`config.mk`:
```
export PLATFORM = sky130hd
export DESIGN_NAME = rtcc_top
export DESIGN_NICKNAME = d
export VERILOG_FILES = /design/src/rtl/rtcc_pkg.sv /design/src/rtl/rtcc_tick_gen.sv /design/src/rtl/rtcc_bus_if.sv /design/src/rtl/rtcc_counter.sv /design/src/rtl/rtcc_alarm.sv /design/src/rtl/rtcc_top.sv
export SDC_FILE = /design/constraint.sdc
export NUM_CORES = 1
export LEC_CHECK = 0
export ABC_AREA = 1
export BUFFER_PORTS_ARGS = -buffer_cell sky130_fd_sc_hd__buf_2
export CORE_ASPECT_RATIO = 1.75
export CORE_MARGIN = 10
export CORE_UTILIZATION = 50
export DETAILED_ROUTE_END_ITERATION = 10
export GPL_TIMING_DRIVEN = 0
export PLACE_DENSITY = 0.7
export SLEW_MARGIN = 20
export SYNTH_ARGS = -nofsm -noshare
export SYNTH_HDL_FRONTEND = slang
export SYNTH_SLANG_ARGS = --single-unit
```
`constraint.sdc`:
```
create_clock -name clk -period 2.05 [get_ports clk]
set_input_delay 0.3075 -clock clk [delete_from_list [all_inputs] [get_ports clk]]
set_output_delay 0.3075 -clock clk [all_outputs]
set_load 0.05 [all_outputs]
```
`src/rtl/rtcc_pkg.sv`:
```
package rtcc_pkg;

    localparam int DATA_W = 32;
    localparam int ADDR_W = 12;
    localparam int ID_LEN = 8;
    localparam int ID_IDX_W = $clog2(ID_LEN);

    localparam logic [ADDR_W-1:0] OFS_COUNT  = 12'h000;
    localparam logic [ADDR_W-1:0] OFS_MATCH  = 12'h004;
    localparam logic [ADDR_W-1:0] OFS_LOAD   = 12'h008;
    localparam logic [ADDR_W-1:0] OFS_CTRL   = 12'h00C;
    localparam logic [ADDR_W-1:0] OFS_MASK   = 12'h010;
    localparam logic [ADDR_W-1:0] OFS_RAW    = 12'h014;
    localparam logic [ADDR_W-1:0] OFS_MASKED = 12'h018;
    localparam logic [ADDR_W-1:0] OFS_CLEAR  = 12'h01C;
    localparam logic [ADDR_W-1:0] OFS_ID     = 12'hFE0;

    typedef enum logic [3:0] {
        SEL_COUNT,
        SEL_MATCH,
        SEL_LOAD,
        SEL_CTRL,
        SEL_MASK,
        SEL_RAW,
        SEL_MASKED,
        SEL_CLEAR,
        SEL_ID,
        SEL_NONE
    } reg_sel_e;

    // Write requests produced by the bus decoder, one cycle wide.
    typedef struct packed {
        logic              load_wr;
        logic              match_wr;
        logic              mask_wr;
        logic              clear_wr;
        logic [DATA_W-1:0] data;
    } wr_req_t;

    // Architectural state presented to the read mux.
    typedef struct packed {
        logic [DATA_W-1:0] count;
        logic [DATA_W-1:0] match;
        logic [DATA_W-1:0] load;
        logic              mask;
        logic              raw;
    } rd_view_t;

    function automatic reg_sel_e decode_addr(input logic [ADDR_W-1:0] a);
        reg_sel_e s;
        if (a >= OFS_ID && a[1:0] == 2'b00) begin
            s = SEL_ID;
        end else begin
            case (a)
                OFS_COUNT:  s = SEL_COUNT;
                OFS_MATCH:  s = SEL_MATCH;
                OFS_LOAD:   s = SEL_LOAD;
                OFS_CTRL:   s = SEL_CTRL;
                OFS_MASK:   s = SEL_MASK;
                OFS_RAW:    s = SEL_RAW;
                OFS_MASKED: s = SEL_MASKED;
                OFS_CLEAR:  s = SEL_CLEAR;
                default:    s = SEL_NONE;
            endcase
        end
        return s;
    endfunction

    function automatic logic [7:0] id_byte(input logic [ID_IDX_W-1:0] idx);
        logic [7:0] b;
        case (idx)
            3'd0:    b = 8'h31;
            3'd1:    b = 8'h10;
            3'd2:    b = 8'h14;
            3'd3:    b = 8'h00;
            3'd4:    b = 8'h0D;
            3'd5:    b = 8'hF0;
            3'd6:    b = 8'h05;
            default: b = 8'hB1;
        endcase
        return b;
    endfunction

endpackage

```
`src/rtl/rtcc_tick_gen.sv`:
```
module rtcc_tick_gen #(
    parameter bit USE_EXT_TICK = 1'b0,
    parameter int TICK_DIV     = 32768
) (
    input  logic clk,
    input  logic rst,
    input  logic ext_tick,
    output logic tick
);
    localparam int CW = (TICK_DIV > 1) ? $clog2(TICK_DIV) : 1;
    localparam logic [CW-1:0] LAST = CW'(TICK_DIV - 1);

    logic [CW-1:0] div_q;
    logic          div_tick;

    assign div_tick = (div_q == LAST);

    always_ff @(posedge clk) begin
        if (rst) begin
            div_q <= '0;
        end else if (div_tick) begin
            div_q <= '0;
        end else begin
            div_q <= div_q + 1'b1;
        end
    end

    assign tick = USE_EXT_TICK ? ext_tick : div_tick;

endmodule

```
`src/rtl/rtcc_bus_if.sv`:
```
module rtcc_bus_if
    import rtcc_pkg::*;
(
    input  logic              psel,
    input  logic              penable,
    input  logic              pwrite,
    input  logic [ADDR_W-1:0] paddr,
    input  logic [DATA_W-1:0] pwdata,
    input  rd_view_t          view,
    output wr_req_t           req,
    output logic [DATA_W-1:0] prdata
);
    reg_sel_e sel;
    logic     wr_acc;

    assign sel    = decode_addr(paddr);
    assign wr_acc = psel & penable & pwrite;

    always_comb begin
        req          = '0;
        req.data     = pwdata;
        req.load_wr  = wr_acc && (sel == SEL_LOAD);
        req.match_wr = wr_acc && (sel == SEL_MATCH);
        req.mask_wr  = wr_acc && (sel == SEL_MASK);
        req.clear_wr = wr_acc && (sel == SEL_CLEAR);
    end

    always_comb begin
        prdata = '0;
        if (psel && !pwrite) begin
            case (sel)
                SEL_COUNT:  prdata = view.count;
                SEL_MATCH:  prdata = view.match;
                SEL_LOAD:   prdata = view.load;
                SEL_CTRL:   prdata = DATA_W'(1);
                SEL_MASK:   prdata = DATA_W'(view.mask);
                SEL_RAW:    prdata = DATA_W'(view.raw);
                SEL_MASKED: prdata = DATA_W'(view.raw & view.mask);
                SEL_ID:     prdata = DATA_W'(id_byte(paddr[ID_IDX_W+1:2]));
                default:    prdata = '0;
            endcase
        end
    end

endmodule

```
`src/rtl/rtcc_counter.sv`:
```
module rtcc_counter
    import rtcc_pkg::*;
(
    input  logic              clk,
    input  logic              rst,
    input  logic              tick,
    input  logic              load_wr,
    input  logic [DATA_W-1:0] load_val,
    output logic [DATA_W-1:0] count_q,
    output logic [DATA_W-1:0] load_q,
    output logic              moved_q
);
    // moved_q marks a cycle whose count was freshly written or advanced.
    always_ff @(posedge clk) begin
        if (rst) begin
            count_q <= '0;
            load_q  <= '0;
            moved_q <= 1'b0;
        end else if (load_wr) begin
            count_q <= load_val;
            load_q  <= load_val;
            moved_q <= 1'b1;
        end else if (tick) begin
            count_q <= count_q + 1'b1;
            moved_q <= 1'b1;
        end else begin
            moved_q <= 1'b0;
        end
    end

endmodule

```
`src/rtl/rtcc_alarm.sv`:
```
module rtcc_alarm
    import rtcc_pkg::*;
(
    input  logic              clk,
    input  logic              rst,
    input  wr_req_t           req,
    input  logic [DATA_W-1:0] count,
    input  logic              moved,
    output logic [DATA_W-1:0] match_q,
    output logic              mask_q,
    output logic              raw_q,
    output logic              set_evt,
    output logic              irq
);
    logic retarget_q;

    // Compare only in a cycle after the count or match changed.
    assign set_evt = (moved | retarget_q) && (count == match_q);

    always_ff @(posedge clk) begin
        if (rst) begin
            match_q    <= '0;
            mask_q     <= 1'b0;
            raw_q      <= 1'b0;
            retarget_q <= 1'b0;
        end else begin
            retarget_q <= req.match_wr;
            if (req.match_wr) match_q <= req.data;
            if (req.mask_wr)  mask_q  <= req.data[0];
            if (set_evt) begin
                raw_q <= 1'b1;
            end else if (req.clear_wr) begin
                raw_q <= 1'b0;
            end
        end
    end

    assign irq = raw_q & mask_q;

endmodule

```
`src/rtl/rtcc_top.sv`:
```
module rtcc_top
    import rtcc_pkg::*;
#(
    parameter bit USE_EXT_TICK = 1'b0,
    parameter int TICK_DIV     = 32768
) (
    input  logic              clk,
    input  logic              rst,
    input  logic              psel,
    input  logic              penable,
    input  logic              pwrite,
    input  logic [ADDR_W-1:0] paddr,
    input  logic [DATA_W-1:0] pwdata,
    output logic [DATA_W-1:0] prdata,
    output logic              pready,
    output logic              pslverr,
    input  logic              ext_tick,
    output logic              irq
);
    wr_req_t           req;
    rd_view_t          view;
    logic              tick;
    logic              load_wr;
    logic              clear_wr;
    logic [DATA_W-1:0] wdata;
    logic [DATA_W-1:0] count_q;
    logic [DATA_W-1:0] load_q;
    logic [DATA_W-1:0] match_q;
    logic              moved_q;
    logic              mask_q;
    logic              raw_q;
    logic              set_evt;

    rtcc_tick_gen #(
        .USE_EXT_TICK(USE_EXT_TICK),
        .TICK_DIV    (TICK_DIV)
    ) u_tick (
        .clk     (clk),
        .rst     (rst),
        .ext_tick(ext_tick),
        .tick    (tick)
    );

    rtcc_bus_if u_bus (
        .psel   (psel),
        .penable(penable),
        .pwrite (pwrite),
        .paddr  (paddr),
        .pwdata (pwdata),
        .view   (view),
        .req    (req),
        .prdata (prdata)
    );

    assign load_wr  = req.load_wr;
    assign clear_wr = req.clear_wr;
    assign wdata    = req.data;

    rtcc_counter u_cnt (
        .clk     (clk),
        .rst     (rst),
        .tick    (tick),
        .load_wr (load_wr),
        .load_val(wdata),
        .count_q (count_q),
        .load_q  (load_q),
        .moved_q (moved_q)
    );

    rtcc_alarm u_alarm (
        .clk    (clk),
        .rst    (rst),
        .req    (req),
        .count  (count_q),
        .moved  (moved_q),
        .match_q(match_q),
        .mask_q (mask_q),
        .raw_q  (raw_q),
        .set_evt(set_evt),
        .irq    (irq)
    );

    always_comb begin
        view.count = count_q;
        view.match = match_q;
        view.load  = load_q;
        view.mask  = mask_q;
        view.raw   = raw_q;
    end

    assign pready  = 1'b1;
    assign pslverr = 1'b0;

endmodule

```
==> out/metrics.cfg <==
[status]
status = finished with violations
violations = setup timing

[cts]
cts_tree = yes
cts.sinks = 115
clockBufferDepth = 2
postCtsHoldBufs = 0
root_buffer = clkbuf_16
clock_latency_ns = 0.43
path_clk_slew_ns = 0.06
htree_levels = 4
numCtsBuffers = 17

[synth]
synth_xor_area_share_pct = 4.79
yosys-top-cells-area = dfxtp_1 33%, nand2_1 25%, nor2_1 6.8%, nand3_1 6.1%, a21oi_1 5.6%
async_flop_share_pct = 0
netlist_area_um2 = 6940
synth_area_per_cell_um2 = 6.06
yosysMostFrequentCell = nand2_1
synth_edf_count = 0
synth_compound_area_share_pct = 7.59
synth-seq-cells = 115
ys_seq_area_share_pct = 33.2
yosys-top-cells-count = 456 x nand2_1, 126 x nor2_1, 115 x dfxtp_1, 100 x inv_1, 84 x nand3_1
synth_cell_type_count = 37
syn_inst = 1145
yosys.area_share.simple_pct = 43.9
yosys.area.top_type = dfxtp_1
synth.top_cell.area_share_pct = 33.2
post_synth_fa_ha_maj_area_fraction_pct = 0.360
synthMuxAreaShare_pct = 0
ys_warn_count = 0
synth_flop_cell = dfxtp_1
synth_top_family_by_area = simple AND/OR/NAND/NOR gates
synth_nets = 1197

[sta]
rsz0062_at_grt = true
finalCritPeriodShare_pct = 107
finalHoldViolations = 0
fin_crit_ns = 2.18
slew_violations = 0
worst_slack_ns = -0.134
fin_skew_ns = 0.00785
max_freq_mhz = 458
relSlewSlack_pct = 52.6
worstMarginPinSlew_ns = 0.711
setup_viol = 32
holdWs_ns = 0.139

[setup_path]
r2r-end = u_cnt.count_q[27]
path_class = in2out
crit_path_start_kind = primary input
reg2reg_setup_slack_ns = 0.10
cp-end-kind = primary output
timing.rr.start = u_tick.div_q[0]
worst-path-max-fanout = 7
critPathArrivalTime_ns = 1.88
rr_worst_depth = 10
required_ns = 1.74

[route]
drt-initial-drc-count = 607
vias_per_cell = 5.41
routed_wl_um = 27100
drc = 0
ant_nets = 0
dr.pass1.iters = 5
drt-wirelength-per-cell_um = 18.5
vias = 7928

[grt]
antenna_found_initial = 0
grt_pass1_vias = 7680
grt_max_degree = 17
grt_usage_pct = 26.9
grt-ovfl-total = 0
grt_pass1_wl_um = 40000

[placed_design]
io_buffer_count = 81
gp_congestion = 1.03
dp_hpwl_um = 18700
place_area_um2 = 7570

[final_layout]
area_growth_pct = 35.8
drive_above_1_share_pct = 25.4
final_util_pct = 69.7
fin_area_um2 = 9430
diodes = 0
fin_nets = 1331
multi_input_comb_area_um2 = 4370
regArea_um2 = 2300
fill_cells = 1178

[die]
initial_core_util_pct = 51.4
pin_count = 85
core_um2 = 13500
die-width_um = 109
die_y_um = 176
fp-row-count = 56
die_area_um2 = 19200

[pwr]
p_leak_nw = 4.47
p_per_area_nw_per_um2 = 579
p_total_w = 0.00546
ir_drop_v = 0.000675

[min_path]
holdCritPathClass = in2reg
hold_end = u_alarm.match_q[13]
holdPathStages = 3
holdCritStartpoint = pwdata[13]

[job]
drv_cap = 0

critical path, stage by stage:
cell        delay (ns)
buf_2             0.17
clkinvlp_4        0.22
buf_4             0.20
nand2_1           0.08
o21ai_0           0.14
o21ai_0           0.24
nor2_1            0.09
nand2_2           0.09
nor2_2            0.04
nor2_2            0.11
buf_6             0.17
state kept, by name, summed over array words and instances (netlist names):
name,cells
u_cnt.load_q,32
u_alarm.mask_q,1
u_alarm.match_q,32
u_alarm.retarget_q,1
u_tick.div_q,15
u_cnt.moved_q,1
u_alarm.raw_q,1
u_cnt.count_q,32
power breakdown:
group | internal, W | total (W) | switching, W
combinational | 0.0000731 | 0.000210 | 0.000137
clock | 0.00183 | 0.00301 | 0.00117
sequential | 0.00224 | 0.00224 | 0.00000320
total | 0.00415 | 0.00546 | 0.00131
cell usage in the layout, fill, tap and decap left out, drive strengths merged, types with 12 or more instances in the layout:
cell / count
nand2: 461
buf: 148
nor2: 140
dfxtp: 115
inv: 108
nand3: 86
a21oi: 78
clkbuf: 37
xor2: 20
xnor2: 18
o21ai: 15
nand3b: 12
per-stage QoR:
step / instances / worst slack, ns / setup TNS (ns)
after floorplan: 1145 / 0.0639 / 0
after global placement: 1400 / -0.559 / -18.03
after detailed placement: 1400 / -0.553 / -17.99
after CTS: 1459 / -0.0844 / -1.69
after global routing: 1466 / -0.238 / -6.82
final: 1466 / -0.134 / -2.83
per-layer routing:
layer  vias to the layer above  GRT usage, %  wire (µm)
li1                       3827             -          -
met1                      3654          27.2       9580
met2                       327          48.7      14200
met3                       120          4.44       1430
met4                         0          17.7       1900
met5                         -             0          0
final cells by class:
class                   count  area share [%]
plain buffers              51            4.27
clock buffers              18            4.66
clock inverters            14            1.65
inverters                 109            4.50
multi-input cells         869            46.3
flip-flops and latches    115            24.4
well taps                 174            2.31
repair buffers            116            11.9
cells by family after synthesis:
kind of cell / count (synthesis)
simple gates: 725
buf+inv: 161
flops: 115
compound gates: 102
xor+xnor: 38
fa+ha+maj: 2
other cells: 2
repair_timing:
action	in CTS	in global routing
hold endpoints to repair	0	0
endpoints found under the setup margin	51	47
setup buffers	21	6
pin swaps	33	29
gates cloned	6	2
resized for setup	159	111
worst max path at each step:
stage,startpoint,end,cells past startpoint
2_1_floorplan,paddr[9],prdata[4],12
3_3_place_gp,paddr[1],prdata[20],10
3_5_place_dp,paddr[1],prdata[20],10
4_1_cts,paddr[0],prdata[18],14
5_1_grt,paddr[10],prdata[22],12
6_report,paddr[4],prdata[0],11
Power figures use the tool's default switching activity.
